## config.mk

```make
export PLATFORM = sky130hd
export DESIGN_NAME = sertx_tx_core
export DESIGN_NICKNAME = d
export VERILOG_FILES = /design/src/rtl/sertx_pkg.sv /design/src/rtl/sertx_hold_reg.sv /design/src/rtl/sertx_parity_gen.sv /design/src/rtl/sertx_frame_seq.sv /design/src/rtl/sertx_tx_core.sv
export SDC_FILE = /design/constraint.sdc
export NUM_CORES = 1
export LEC_CHECK = 0
export ABC_CLOCK_PERIOD_IN_PS = 2680
export BUFFER_PORTS_ARGS = -buffer_cell sky130_fd_sc_hd__buf_2
export CORE_AREA = 2 2 55 78
export CTS_CLUSTER_DIAMETER = 30
export DETAILED_ROUTE_END_ITERATION = 8
export DIE_AREA = 0 0 57 80
export PLACE_DENSITY = 0.7
export SLEW_MARGIN = 25
export SYNTH_ARGS = -nofsm -noshare
export SYNTH_HDL_FRONTEND = slang
export SYNTH_SLANG_ARGS = --single-unit
```

## constraint.sdc

```tcl
create_clock -name clk -period 2.68 [get_ports clk]
set_input_delay 0.268 -clock clk [delete_from_list [all_inputs] [get_ports clk]]
set_output_delay 0.268 -clock clk [all_outputs]
set_load 0.05 [all_outputs]
```

## src/rtl/sertx_pkg.sv

```systemverilog
package sertx_pkg;

   typedef enum logic [2:0] {
      ST_IDLE,
      ST_START,
      ST_DATA,
      ST_PAR,
      ST_STOP
   } tx_state_e;

   typedef struct packed {
      logic       stick;
      logic       even;
      logic       pen;
      logic       stop2;
      logic [1:0] wls;
   } frame_cfg_t;

   localparam int unsigned MIN_CHAR_BITS = 5;

endpackage

```

## src/rtl/sertx_hold_reg.sv

```systemverilog
module sertx_hold_reg #(
   parameter int unsigned DATA_W = 8
) (
   input  logic              clk,
   input  logic              rst_n,
   input  logic              wr_en,
   input  logic [DATA_W-1:0] wr_data,
   input  logic              take,
   output logic [DATA_W-1:0] data,
   output logic              empty
);

   always_ff @(posedge clk or negedge rst_n) begin
      if (!rst_n) begin
         data  <= '1;
         empty <= 1'b1;
      end else if (wr_en) begin
         data  <= wr_data;
         empty <= 1'b0;
      end else if (take) begin
         empty <= 1'b1;
      end
   end

endmodule

```

## src/rtl/sertx_parity_gen.sv

```systemverilog
module sertx_parity_gen
   import sertx_pkg::*;
#(
   parameter int unsigned DATA_W = 8
) (
   input  logic [DATA_W-1:0] data,
   input  logic [1:0]        wls,
   input  logic              even,
   input  logic              stick,
   output logic              par_bit
);

   logic [DATA_W-1:0] mask;

   // A data bit takes part when its index is below the word length.
   for (genvar i = 0; i < DATA_W; i++) begin : g_mask
      if (i < MIN_CHAR_BITS) begin : g_always
         assign mask[i] = 1'b1;
      end else begin : g_sel
         assign mask[i] = (32'(wls) >= (i - MIN_CHAR_BITS + 1));
      end
   end

   logic ones_odd;
   assign ones_odd = ^(data & mask);

   always_comb begin
      if (stick)     par_bit = ~even;
      else if (even) par_bit = ones_odd;
      else           par_bit = ~ones_odd;
   end

endmodule

```

## src/rtl/sertx_frame_seq.sv

```systemverilog
module sertx_frame_seq
   import sertx_pkg::*;
#(
   parameter int unsigned DATA_W = 8,
   parameter int unsigned OVS    = 16
) (
   input  logic              clk,
   input  logic              rst_n,
   input  logic              baud_tick,
   input  logic              freeze,
   input  logic              hold_empty,
   input  logic [DATA_W-1:0] hold_data,
   input  logic [1:0]        wls_in,
   input  logic              stop2_in,
   input  logic              par_en_in,
   input  logic              par_in,
   output logic              take,
   output logic              frame_bit,
   output logic              busy
);

   localparam int unsigned CW = $clog2(2 * OVS + 1);
   localparam int unsigned IW = $clog2(DATA_W);
   localparam logic [CW-1:0] LEN_ONE  = CW'(OVS);
   localparam logic [CW-1:0] LEN_HALF = CW'(OVS + OVS / 2);
   localparam logic [CW-1:0] LEN_TWO  = CW'(2 * OVS);

   tx_state_e         state;
   logic [CW-1:0]     cnt;
   logic [IW-1:0]     idx;
   logic [DATA_W-1:0] shreg;
   logic [1:0]        wls_q;
   logic              stop2_q;
   logic              pen_q;
   logic              par_q;

   logic [CW-1:0] stop_len;
   logic [CW-1:0] seg_len;
   logic          seg_end;
   logic [IW-1:0] last_idx;

   always_comb begin
      if (!stop2_q)             stop_len = LEN_ONE;
      else if (wls_q == 2'b00)  stop_len = LEN_HALF;
      else                      stop_len = LEN_TWO;
   end

   assign seg_len  = (state == ST_STOP) ? stop_len : LEN_ONE;
   assign seg_end  = baud_tick && (state != ST_IDLE) && (cnt == seg_len - 1'b1);
   assign last_idx = IW'(MIN_CHAR_BITS - 1) + IW'(wls_q);
   assign take     = ((state == ST_IDLE) || ((state == ST_STOP) && seg_end))
                     && !hold_empty && !freeze;
   assign busy     = (state != ST_IDLE);

   always_ff @(posedge clk or negedge rst_n) begin
      if (!rst_n) begin
         state   <= ST_IDLE;
         cnt     <= '0;
         idx     <= '0;
         shreg   <= '1;
         wls_q   <= 2'b00;
         stop2_q <= 1'b0;
         pen_q   <= 1'b0;
         par_q   <= 1'b1;
      end else if (freeze) begin
         state <= ST_IDLE;
         cnt   <= '0;
      end else if (take) begin
         state   <= ST_START;
         cnt     <= '0;
         idx     <= '0;
         shreg   <= hold_data;
         wls_q   <= wls_in;
         stop2_q <= stop2_in;
         pen_q   <= par_en_in;
         par_q   <= par_in;
      end else if (seg_end) begin
         cnt <= '0;
         unique case (state)
            ST_START: state <= ST_DATA;
            ST_DATA: begin
               shreg <= {1'b1, shreg[DATA_W-1:1]};
               if (idx == last_idx) state <= pen_q ? ST_PAR : ST_STOP;
               else                 idx   <= idx + 1'b1;
            end
            ST_PAR:  state <= ST_STOP;
            default: state <= ST_IDLE;
         endcase
      end else if (baud_tick && busy) begin
         cnt <= cnt + 1'b1;
      end
   end

   always_comb begin
      unique case (state)
         ST_START: frame_bit = 1'b0;
         ST_DATA:  frame_bit = shreg[0];
         ST_PAR:   frame_bit = par_q;
         default:  frame_bit = 1'b1;
      endcase
   end

endmodule

```

## src/rtl/sertx_tx_core.sv

```systemverilog
module sertx_tx_core
   import sertx_pkg::*;
#(
   parameter int unsigned DATA_W  = 8,
   parameter int unsigned OVS     = 16,
   parameter bit          REG_OUT = 1'b0
) (
   input  logic              clk,
   input  logic              rst_n,
   input  logic              baud_tick,
   input  logic              wr_en,
   input  logic [DATA_W-1:0] wr_data,
   input  logic [1:0]        wls,
   input  logic              stop_sel,
   input  logic              par_en,
   input  logic              even_sel,
   input  logic              stick_par,
   input  logic              set_break,
   input  logic              freeze,
   output logic              txd,
   output logic              thr_empty,
   output logic              tx_empty
);

   if (DATA_W != MIN_CHAR_BITS + 3) begin : g_bad_width
      $error("DATA_W must cover the largest word length (8)");
   end
   if (OVS < 4 || (OVS % 2) != 0) begin : g_bad_ovs
      $error("OVS must be even and at least 4");
   end

   frame_cfg_t        cfg_now;
   logic [DATA_W-1:0] hold_data;
   logic              hold_empty;
   logic              take;
   logic              par_bit;
   logic              frame_bit;
   logic              busy;
   logic              line_now;

   assign cfg_now = '{stick: stick_par, even: even_sel, pen: par_en,
                      stop2: stop_sel, wls: wls};

   sertx_hold_reg #(.DATA_W(DATA_W)) u_hold (
      .clk     (clk),
      .rst_n   (rst_n),
      .wr_en   (wr_en),
      .wr_data (wr_data),
      .take    (take),
      .data    (hold_data),
      .empty   (hold_empty)
   );

   sertx_parity_gen #(.DATA_W(DATA_W)) u_par (
      .data    (hold_data),
      .wls     (cfg_now.wls),
      .even    (cfg_now.even),
      .stick   (cfg_now.stick),
      .par_bit (par_bit)
   );

   sertx_frame_seq #(.DATA_W(DATA_W), .OVS(OVS)) u_seq (
      .clk        (clk),
      .rst_n      (rst_n),
      .baud_tick  (baud_tick),
      .freeze     (freeze),
      .hold_empty (hold_empty),
      .hold_data  (hold_data),
      .wls_in     (cfg_now.wls),
      .stop2_in   (cfg_now.stop2),
      .par_en_in  (cfg_now.pen),
      .par_in     (par_bit),
      .take       (take),
      .frame_bit  (frame_bit),
      .busy       (busy)
   );

   // Freeze outranks break; break outranks the frame.
   assign line_now = freeze ? 1'b1 : (set_break ? 1'b0 : frame_bit);

   if (REG_OUT) begin : g_reg_line
      always_ff @(posedge clk or negedge rst_n) begin
         if (!rst_n) txd <= 1'b1;
         else        txd <= line_now;
      end
   end else begin : g_comb_line
      assign txd = line_now;
   end

   assign thr_empty = hold_empty;
   assign tx_empty  = hold_empty && !busy;

endmodule

```

==> results_dict.tcl <==
set metrics [dict create \
    run_status "complete, no violations" \
    criticalPathCategory "reg2reg" \
    routed_via_density 5.83 \
    post_drt_wl_per_cell_um 15.5 \
    timing.final.crit_share_pct 82.6 \
    ant_nets 0 \
    synth_most_common_cell "dfstp_2" \
    clkLatencyLatePin_ns 0.29 \
    synth_common_cells "dfstp_2 (18), dfrtp_1 (16), nand2_1 (14), o21ai_1 (14), nor2_1 (13)" \
    cp-end-kind "flop" \
    route.detailed.drc 0 \
    worst_pin_slew_ns 0.736 \
    syn2layout_area_growth_pct 11.1 \
    syn_avg_cell_area_um2 10.8 \
    post_cts_resized 0 \
    drtPass1Iterations 4 \
    fp-row-count 27 \
    period_needed_ns 2.21 \
    synthSimpleGateAreaFrac_pct 15.3 \
    grt_pass1_wl_um 6380 \
    ir_drop_v 0.000450 \
    synthArstFlopShare_pct 100 \
    io_pins 23 \
    hp-class "in2async" \
    die_area_um2 4560 \
    setup_viol 0 \
    synth-seq-cells 34 \
    cts_root_buf "clkbuf_8" \
    synthAdderAreaFrac_pct 1.34 \
    numCtsBuffers 5 \
    synth-main-ff-cell "dfstp_2" \
    cts_tree "done" \
    post-dp-hpwl_um 2810 \
    gr-total-overflow 0 \
    dpl_cell_area_um2 1980 \
    synth_top_family_by_area "simple AND/OR/NAND/NOR gates" \
    synth_top_area_share_pct 25.4 \
    setup-tns-final_ns 0 \
    start_kind "flop" \
    critPathArrivalTime_ns 2.43 \
    grt_max_degree 35 \
    ys_top_cells_by_area "dfstp_2 (25%), dfrtp_1 (22%), mux2_2 (5.4%)" \
    drt_wl_total_um 3710 \
    synth_cells 173 \
    clock-sinks 34 \
    finClkSkew_ns 0.00689 \
    n_fill_cell 371 \
    clk_pin_slew_worst_paths_ns 0.08 \
    r2r_slack_ns 0.47 \
    placedCellCount 231 \
    r2r_start "u_seq.state[0]" \
    stdcell_area_um2 2070 \
    drv_slew 0 \
    yosys.area.top_type "dfstp_2" \
    synthXorXnorAreaFrac_pct 6.38 \
    worstPathMaxFanout 11 \
    grt_pass1_vias 1400 \
    cts_buffer_depth 2 \
    antenna_found_initial 0 \
    coreArea_um2 3850 \
    synth_compound_area_share_pct 14.7 \
    rr_worst_depth 6 \
    initialDrtViolationCount 56 \
    io_buffer_count 22 \
    post_cts_buffers 0 \
    htree_levels 2 \
    fmax_mhz 452 \
    synth_area_um2 1860 \
    synth_fp_nets 195 \
    grt_usage_pct 18.3 \
    power.density_nw_per_um2 619 \
    num_antenna_cells 0 \
    die_h_um 80 \
    p_leak_nw 0.906 \
    holdWs_ns 0.0353 \
    start_util_pct 48.3 \
    via_count 1394 \
    r2r_end "u_seq.shreg[0]" \
    synth_edf_count 0 \
    hold_buffers 0 \
    globalplace.congestion 0.731 \
    cp.required_ns 2.90 \
    yosys_warnings 0 \
    hold_viol 0 \
    seq_area_frac_synth_pct 46.9 \
    final_cells 239 \
    drv_cap 0 \
    ys_types 46 \
    die_w_um 57 \
    power_w 0.00128 \
    maxSlewHeadroom_pct 50.9 \
    drive_gt1_share_pct 32.7 \
    nets 217 \
    rsz0062_at_grt "no" \
    muxShareOfSynthArea_pct 12.2 \
]
stage by stage:
step / util, % / setup slack (ns)
2_1_floorplan: - / 0.557
3_3_place_gp: 51.5 / 0.605
6_report: 53.7 / 0.466
4_1_cts: 53.7 / 0.484
5_1_grt: 53.7 / 0.360
3_5_place_dp: 51.5 / 0.503
sequential cells by signal, summed over array words and instances (netlist names):
signal	count
u_hold.data	8
u_seq.shreg	8
u_seq.cnt	6
u_seq.idx	3
u_seq.state	3
u_seq.wls_q	2
u_hold.empty	1
u_seq.par_q	1
u_seq.pen_q	1
u_seq.stop2_q	1
critical path, cell delays in order, from the launching register on:
cell and delay, ns:
dfrtp_1 0.46, and4bb_1 0.40, o211a_4 0.21, o21bai_2 0.17, or3_1 0.57, mux2i_1 0.18, o21ai_1 0.15
routing by layer:
metal | track usage (%) | up-vias | share of wire (%)
met5 | 0 | - | 0
met2 | 32.5 | 39 | 53
li1 | - | 664 | -
met1 | 21.0 | 684 | 41
met4 | 6.98 | 0 | 1.6
met3 | 4.21 | 7 | 4.7
final cells by class:
cell class / count / area, um2 / share of cell area [%]
timing repair buffer: 23 / 118 / 5.69
tap: 43 / 53.8 / 2.60
clock buffer: 6 / 72.6 / 3.51
sequential: 34 / 873 / 42.2
inverter: 2 / 7.51 / 0.363
clock inverter: 2 / 13.8 / 0.665
multi-input combinational: 129 / 930 / 44.9
worst max path at each step:
stage	startpoint	endpoint	slack [ns]	cells after the start
floorplan	u_seq.par_q	txd	0.56	4
global placement	u_seq.state[0]	u_seq.shreg[7]	0.60	6
detailed placement	u_seq.state[0]	u_seq.shreg[0]	0.50	6
CTS	u_seq.state[0]	u_seq.shreg[0]	0.48	6
global route	u_seq.state[0]	u_seq.shreg[7]	0.36	6
finish	u_seq.state[0]	u_seq.shreg[0]	0.47	6
where the power goes:
part / switching [W] / internal [W] / leakage (nW) / total [W]
logic: 0.000117 / 0.000108 / 0.463 / 0.000225
registers: 0.0000591 / 0.000617 / 0.402 / 0.000676
clock network: 0.000195 / 0.000184 / 0.0417 / 0.000378
layout by cell type, fill, tap and decap left out, types with 4 or more instances in the layout:
cell	instances
buf_2	22
dfstp_2	18
dfrtp_1	16
nand2_1	14
o21ai_1	14
nor2_1	13
mux2_2	9
mux2i_1	8
a21oi_1	6
xor2_1	6
xnor2_1	5
clkbuf_8	5
mux2_1	4
logic make-up after synthesis:
logic type	Yosys count
simple gates	53
mux	21
flops	34
buf+inv	10
fa+ha+maj	2
compound gates	41
xor+xnor	12
Power figures use the tool's default switching activity.
